File: config.mk
export PLATFORM = sky130hd
export DESIGN_NAME = wm_inval_collector
export DESIGN_NICKNAME = d
export VERILOG_FILES = /design/src/rtl/wmic_pkg.sv /design/src/rtl/wmic_first_one.sv /design/src/rtl/wmic_send_queue.sv /design/src/rtl/wmic_ack_tracker.sv /design/src/rtl/wm_inval_collector.sv
export SDC_FILE = /design/constraint.sdc
export NUM_CORES = 1
export LEC_CHECK = 0
export CAP_MARGIN = 10
export CORE_MARGIN = 2
export CORE_UTILIZATION = 40
export DETAILED_ROUTE_END_ITERATION = 10
export DONT_BUFFER_PORTS = 1
export PLACE_DENSITY_LB_ADDON = 0.1
export SLEW_MARGIN = 10
export SYNTH_ARGS = -nofsm -noshare
export SYNTH_HDL_FRONTEND = slang
export SYNTH_SLANG_ARGS = --single-unit
File: constraint.sdc
create_clock -name clk -period 2.6 [get_ports clk]
set_clock_uncertainty 0.15 [all_clocks]
set_input_delay 0.13 -clock clk [delete_from_list [all_inputs] [get_ports clk]]
set_output_delay 0.13 -clock clk [all_outputs]
set_load 0.03 [all_outputs]
File: src/rtl/wmic_pkg.sv
package wmic_pkg;
  typedef enum logic {
    ST_IDLE = 1'b0,
    ST_BUSY = 1'b1
  } wmic_state_e;

  localparam logic [1:0] LINE_INVALID  = 2'b00;
  localparam logic [1:0] LINE_MODIFIED = 2'b11;
endpackage

File: src/rtl/wmic_first_one.sv
module wmic_first_one #(
  parameter int N  = 8,
  parameter int IW = 3
) (
  input  logic [N-1:0]  vec,
  output logic [IW-1:0] idx,
  output logic          any
);
  // Lowest set bit wins: scan from the top so the last hit is the lowest.
  always_comb begin
    idx = '0;
    for (int i = N - 1; i >= 0; i--) begin
      if (vec[i]) idx = IW'(i);
    end
    any = |vec;
  end
endmodule

File: src/rtl/wmic_send_queue.sv
module wmic_send_queue #(
  parameter int NODES = 8,
  parameter int ID_W  = 3
) (
  input  logic             clk,
  input  logic             rst,
  input  logic             load,
  input  logic [NODES-1:0] load_mask,
  input  logic             inv_ready,
  output logic             inv_valid,
  output logic [ID_W-1:0]  inv_dest,
  output logic [NODES-1:0] fire_mask,
  output logic             left_next
);
  logic [NODES-1:0] send_q, send_d;
  logic             any;

  wmic_first_one #(.N(NODES), .IW(ID_W)) enc_i (
    .vec (send_q),
    .idx (inv_dest),
    .any (any)
  );

  assign inv_valid = any;
  // Isolate the lowest set bit of send_q, the one the encoder picks.
  assign fire_mask = (any && inv_ready) ? (send_q & ~(send_q - 1'b1)) : '0;

  always_comb begin
    send_d    = load ? load_mask : (send_q & ~fire_mask);
    left_next = |send_d;
  end

  always_ff @(posedge clk) begin
    if (rst) send_q <= '0;
    else     send_q <= send_d;
  end
endmodule

File: src/rtl/wmic_ack_tracker.sv
module wmic_ack_tracker #(
  parameter int NODES = 8,
  parameter int ID_W  = 3
) (
  input  logic             clk,
  input  logic             rst,
  input  logic [NODES-1:0] fire_mask,
  input  logic             ack_valid,
  input  logic [ID_W-1:0]  ack_src,
  output logic             ack_err,
  output logic             left_next
);
  logic [NODES-1:0] pend_q, pend_d, ack_mask;
  logic             hit;
  logic             err_q;

  always_comb begin
    ack_mask = '0;
    for (int i = 0; i < NODES; i++) begin
      if (ack_valid && ack_src == ID_W'(i) && pend_q[i]) ack_mask[i] = 1'b1;
    end
    hit       = |ack_mask;
    pend_d    = (pend_q | fire_mask) & ~ack_mask;
    left_next = |pend_d;
  end

  always_ff @(posedge clk) begin
    if (rst) begin
      pend_q <= '0;
      err_q  <= 1'b0;
    end else begin
      pend_q <= pend_d;
      err_q  <= ack_valid && !hit;
    end
  end

  assign ack_err = err_q;
endmodule

File: src/rtl/wm_inval_collector.sv
module wm_inval_collector
  import wmic_pkg::*;
#(
  parameter int NODES   = 8,
  parameter int SELF_ID = 2,
  parameter int DATA_W  = 16,
  localparam int ID_W   = (NODES > 1) ? $clog2(NODES) : 1
) (
  input  logic              clk,
  input  logic              rst,
  input  logic              rsp_valid,
  input  logic [DATA_W-1:0] rsp_data,
  input  logic [NODES-1:0]  rsp_sharers,
  output logic              inv_valid,
  input  logic              inv_ready,
  output logic [ID_W-1:0]   inv_dest,
  input  logic              ack_valid,
  input  logic [ID_W-1:0]   ack_src,
  output logic              ack_err,
  output logic              fill_valid,
  output logic [1:0]        fill_state,
  output logic [DATA_W-1:0] fill_data
);
  localparam logic [NODES-1:0] SELF_MASK = {{(NODES-1){1'b0}}, 1'b1} << SELF_ID;

  wmic_state_e       state_q;
  logic [DATA_W-1:0] data_q;
  logic              fill_q;
  logic [1:0]        fstate_q;
  logic [DATA_W-1:0] fdata_q;

  logic              load;
  logic [NODES-1:0]  load_mask;
  logic [NODES-1:0]  fire_mask;
  logic              send_left, pend_left;

  assign load      = (state_q == ST_IDLE) && rsp_valid;
  assign load_mask = rsp_sharers & ~SELF_MASK;

  wmic_send_queue #(.NODES(NODES), .ID_W(ID_W)) sendq_i (
    .clk       (clk),
    .rst       (rst),
    .load      (load),
    .load_mask (load_mask),
    .inv_ready (inv_ready),
    .inv_valid (inv_valid),
    .inv_dest  (inv_dest),
    .fire_mask (fire_mask),
    .left_next (send_left)
  );

  wmic_ack_tracker #(.NODES(NODES), .ID_W(ID_W)) ackt_i (
    .clk       (clk),
    .rst       (rst),
    .fire_mask (fire_mask),
    .ack_valid (ack_valid),
    .ack_src   (ack_src),
    .ack_err   (ack_err),
    .left_next (pend_left)
  );

  always_ff @(posedge clk) begin
    if (rst) begin
      state_q  <= ST_IDLE;
      data_q   <= '0;
      fill_q   <= 1'b0;
      fstate_q <= LINE_INVALID;
      fdata_q  <= '0;
    end else begin
      fill_q   <= 1'b0;
      fstate_q <= LINE_INVALID;
      case (state_q)
        ST_IDLE: begin
          if (rsp_valid) begin
            data_q <= rsp_data;
            if (|load_mask) begin
              state_q <= ST_BUSY;
            end else begin
              fill_q   <= 1'b1;
              fstate_q <= LINE_MODIFIED;
              fdata_q  <= rsp_data;
            end
          end
        end
        ST_BUSY: begin
          if (!send_left && !pend_left) begin
            state_q  <= ST_IDLE;
            fill_q   <= 1'b1;
            fstate_q <= LINE_MODIFIED;
            fdata_q  <= data_q;
          end
        end
        default: state_q <= ST_IDLE;
      endcase
    end
  end

  assign fill_valid = fill_q;
  assign fill_state = fstate_q;
  assign fill_data  = fdata_q;
endmodule

==> reports/results.txt <==
GRT Util Overall - 0.1888
GPL Wtd Cong - 0.7850
Final ANT Viol Nets - 0
FP Rows - 29
DRT Pass-1 Iters - 4
CTS root buf - clkbuf_8
Seq/Total Area, Yosys - 0.3963
Primary FF master, synth - dfxtp_1
Period minus WS final - 2.485 ns
Initial antenna violation count - 0
I/O pin total - 56
VDD IR max - 0.0002751 V
CORE AREA - 6277 µm²
Die area - 7099 µm²
Crit. Startpoint - state_q
Post-synth EDFFs - 0
Vias per cell - 5.264
Yosys top cell area share - 0.3963
Worst-path clk slew - 0.10 ns
Multi-input logic area - 1354 µm²
Via count - 2232
Setup TNS - 0 ns
Worst setup endpoint - fill_data[11]
Final number of hold-violating endpoints - 1
WL/cell - 16.01 µm
Worst min path class - input pin to register
Mapped Cells - 299
Crit Reg-Reg Endpoint - fill_data[11]
Maxcap violations - 0
Drt drc - 0
Vias in the first global route - 2083
Ys async rst share - 0
Clk sinks - 51
Fin crit share - 0.9557
Worst-Skew Late Latency - 0.31 ns
Synth Register Bits - 51
Area Overhead vs Synth - 28.31%
Die width - 84.26 µm
WS Path Type - register to register
Worst Path Max Fanout - 8
H-tree levels - 2
Status - complete, but fails checks
# diodes - 0
CP Data Required Time - 2.64 ns
Port-buffer cells - 0
Max Buffers Root-to-Sink - 2
Final HPWL DP - 4324 µm
RSZ-0062 raised after global routing - false
Reg2Reg Setup Slack - 0.12 ns
Fmax - 0.4024 GHz
Fraction of layout cells with a size suffix above 1 - 0.1671
CTS buffer count - 5
Area contributors post-synth - dfxtp_1, mux2i_1, nand2_1
Dominant cell by count in the synthesized netlist - dfxtp_1
Mapped cell area - 2576 µm²
Yosys top cell by area - dfxtp_1
Starting density of the core - 0.4104
Slew @ Worst Pin - 0.8418 ns
Slew margin rel. - 0.4380
Synthesis warning total - 0
Max-slew violation count - 0
Failing checks - negative hold slack
Nets - 378
WHS - -0.0006923 ns
Congestion Overflow GR - 0
Largest net degree at the start of global routing - 50
Final wirelength - 6787 µm
Synth top cells by count - dfxtp_1, nand2_1, a21oi_1
CP startpoint kind - register
Setup Viol. Count Final - 0
DIE HEIGHT - 84.26 µm
Netlist cell types - 49
Syn Area/Cell - 8.616 µm²
FF/Latch Area - 1025 µm²
Arr. time, crit path - 2.53 ns
Worst R2R Start - state_q
CTS tree - built
First-pass GRT wire length - 10700 µm
Iter 0 DRT Violations - 111
Fillcell total - 617
Static Leak - 0.001269 µW
Final worst setup slack - 0.1151 ns
Net Count, Synth - 331
Reg2reg path depth - 8
Kind of end point of the critical path - register
Pre-CTS setup slack - 0.2033 ns
PwrDens - 527.4 nW/µm²
worst min path at each step:
stage / depth (start not counted) / end / start
floorplan: 2 / data_q[0] / rsp_data[0]
global placement: 1 / sendq_i.send_q[1] / rst
detailed placement: 1 / data_q[10] / rst
CTS: 3 / fill_data[2] / rsp_data[2]
global route: 3 / state_q / rst
finish: 3 / fill_data[1] / rsp_data[1]
power breakdown:
part,switching (µW),internal [µW]
Combinational,192,185
Sequential,53.2,820
Clock,276,218
layout make-up:
type | count | area share
Sequential cell | 51 | 0.3100
Inverter | 20 | 0.02271
Clock buffer | 6 | 0.02498
Clock inverter | 2 | 0.004921
Timing Repair Buffer | 64 | 0.1987
Tap cell | 77 | 0.02914
Multi-Input combinational cell | 204 | 0.4095
kinds of logic after synthesis:
group,count (synthesis),share of synthesized area
and+or+nand+nor,118,0.2496
AOI/OAI and AO/OA,69,0.2064
DFF,51,0.3963
buffers and inverters,44,0.08158
muxes,17,0.06605
cells in the final DEF, fill, tap and decap left out, types with 2 or more instances in the layout:
cell,count
dfxtp_1,50
dlygate4sd3_1,48
nand2_1,44
a21oi_1,28
nor2_1,21
inv_1,20
mux2i_1,17
or2_2,16
buf_4,10
o32ai_2,9
nor2b_1,7
o32ai_1,7
nand3_1,6
clkbuf_8,6
o21ai_0,5
a31oi_1,4
nand2b_1,3
a41oi_1,2
nand4b_1,2
a22oi_1,2
or4bb_1,2
a2bb2oi_1,2
a31o_2,2
nor4_1,2
and3_1,2
buf_12,2
dlymetal6s4s_1,2
per-stage QoR:
step,util,area [µm²],cells,power (µW)
2_1_floorplan,-,2576,299,1132
4_1_cts,0.5180,3252,422,1752
5_1_grt,0.5266,3306,424,1829
3_5_place_dp,0.4194,2633,363,1172
3_3_place_gp,0.4194,2633,363,1170
6_report,0.5266,3306,424,1743
state kept, by name, summed over array words and instances (netlist names):
signal	cells
data_q	16
ackt_i.ack_err	1
state_q	1
fill_state	1
sendq_i.send_q	8
ackt_i.pend_q	8
fill_data	16
timing repair:
item / CTS / global route
endpoints found under the setup margin: 0 / 17
hold buffers: 51 / 0
setup buffers: 0 / 1
resized for setup: 0 / 7
hold endpoints to repair: 51 / 0
critical path, cell delays in order (launching register included):
cell           delay [ns]
dfxtp_4              0.36
and3b_1              0.16
dlygate4sd3_1        0.54
a31oi_1              0.19
nand2_1              0.13
nor4b_4              0.36
a31o_4               0.24
clkbuf_16            0.16
o32ai_2              0.08
metal layers:
| metal | GRT usage | up-vias | share of wire |
|---|---|---|---|
| li1 | - | 1140 | - |
| met1 | 0.2895 | 1032 | 0.50 |
| met2 | 0.2641 | 55 | 0.42 |
| met3 | 0.05310 | 5 | 0.073 |
| met4 | 0.03519 | 0 | 0.0071 |
| met5 | 0 | - | 0 |
No activity file was read; power rests on OpenSTA's default activity.
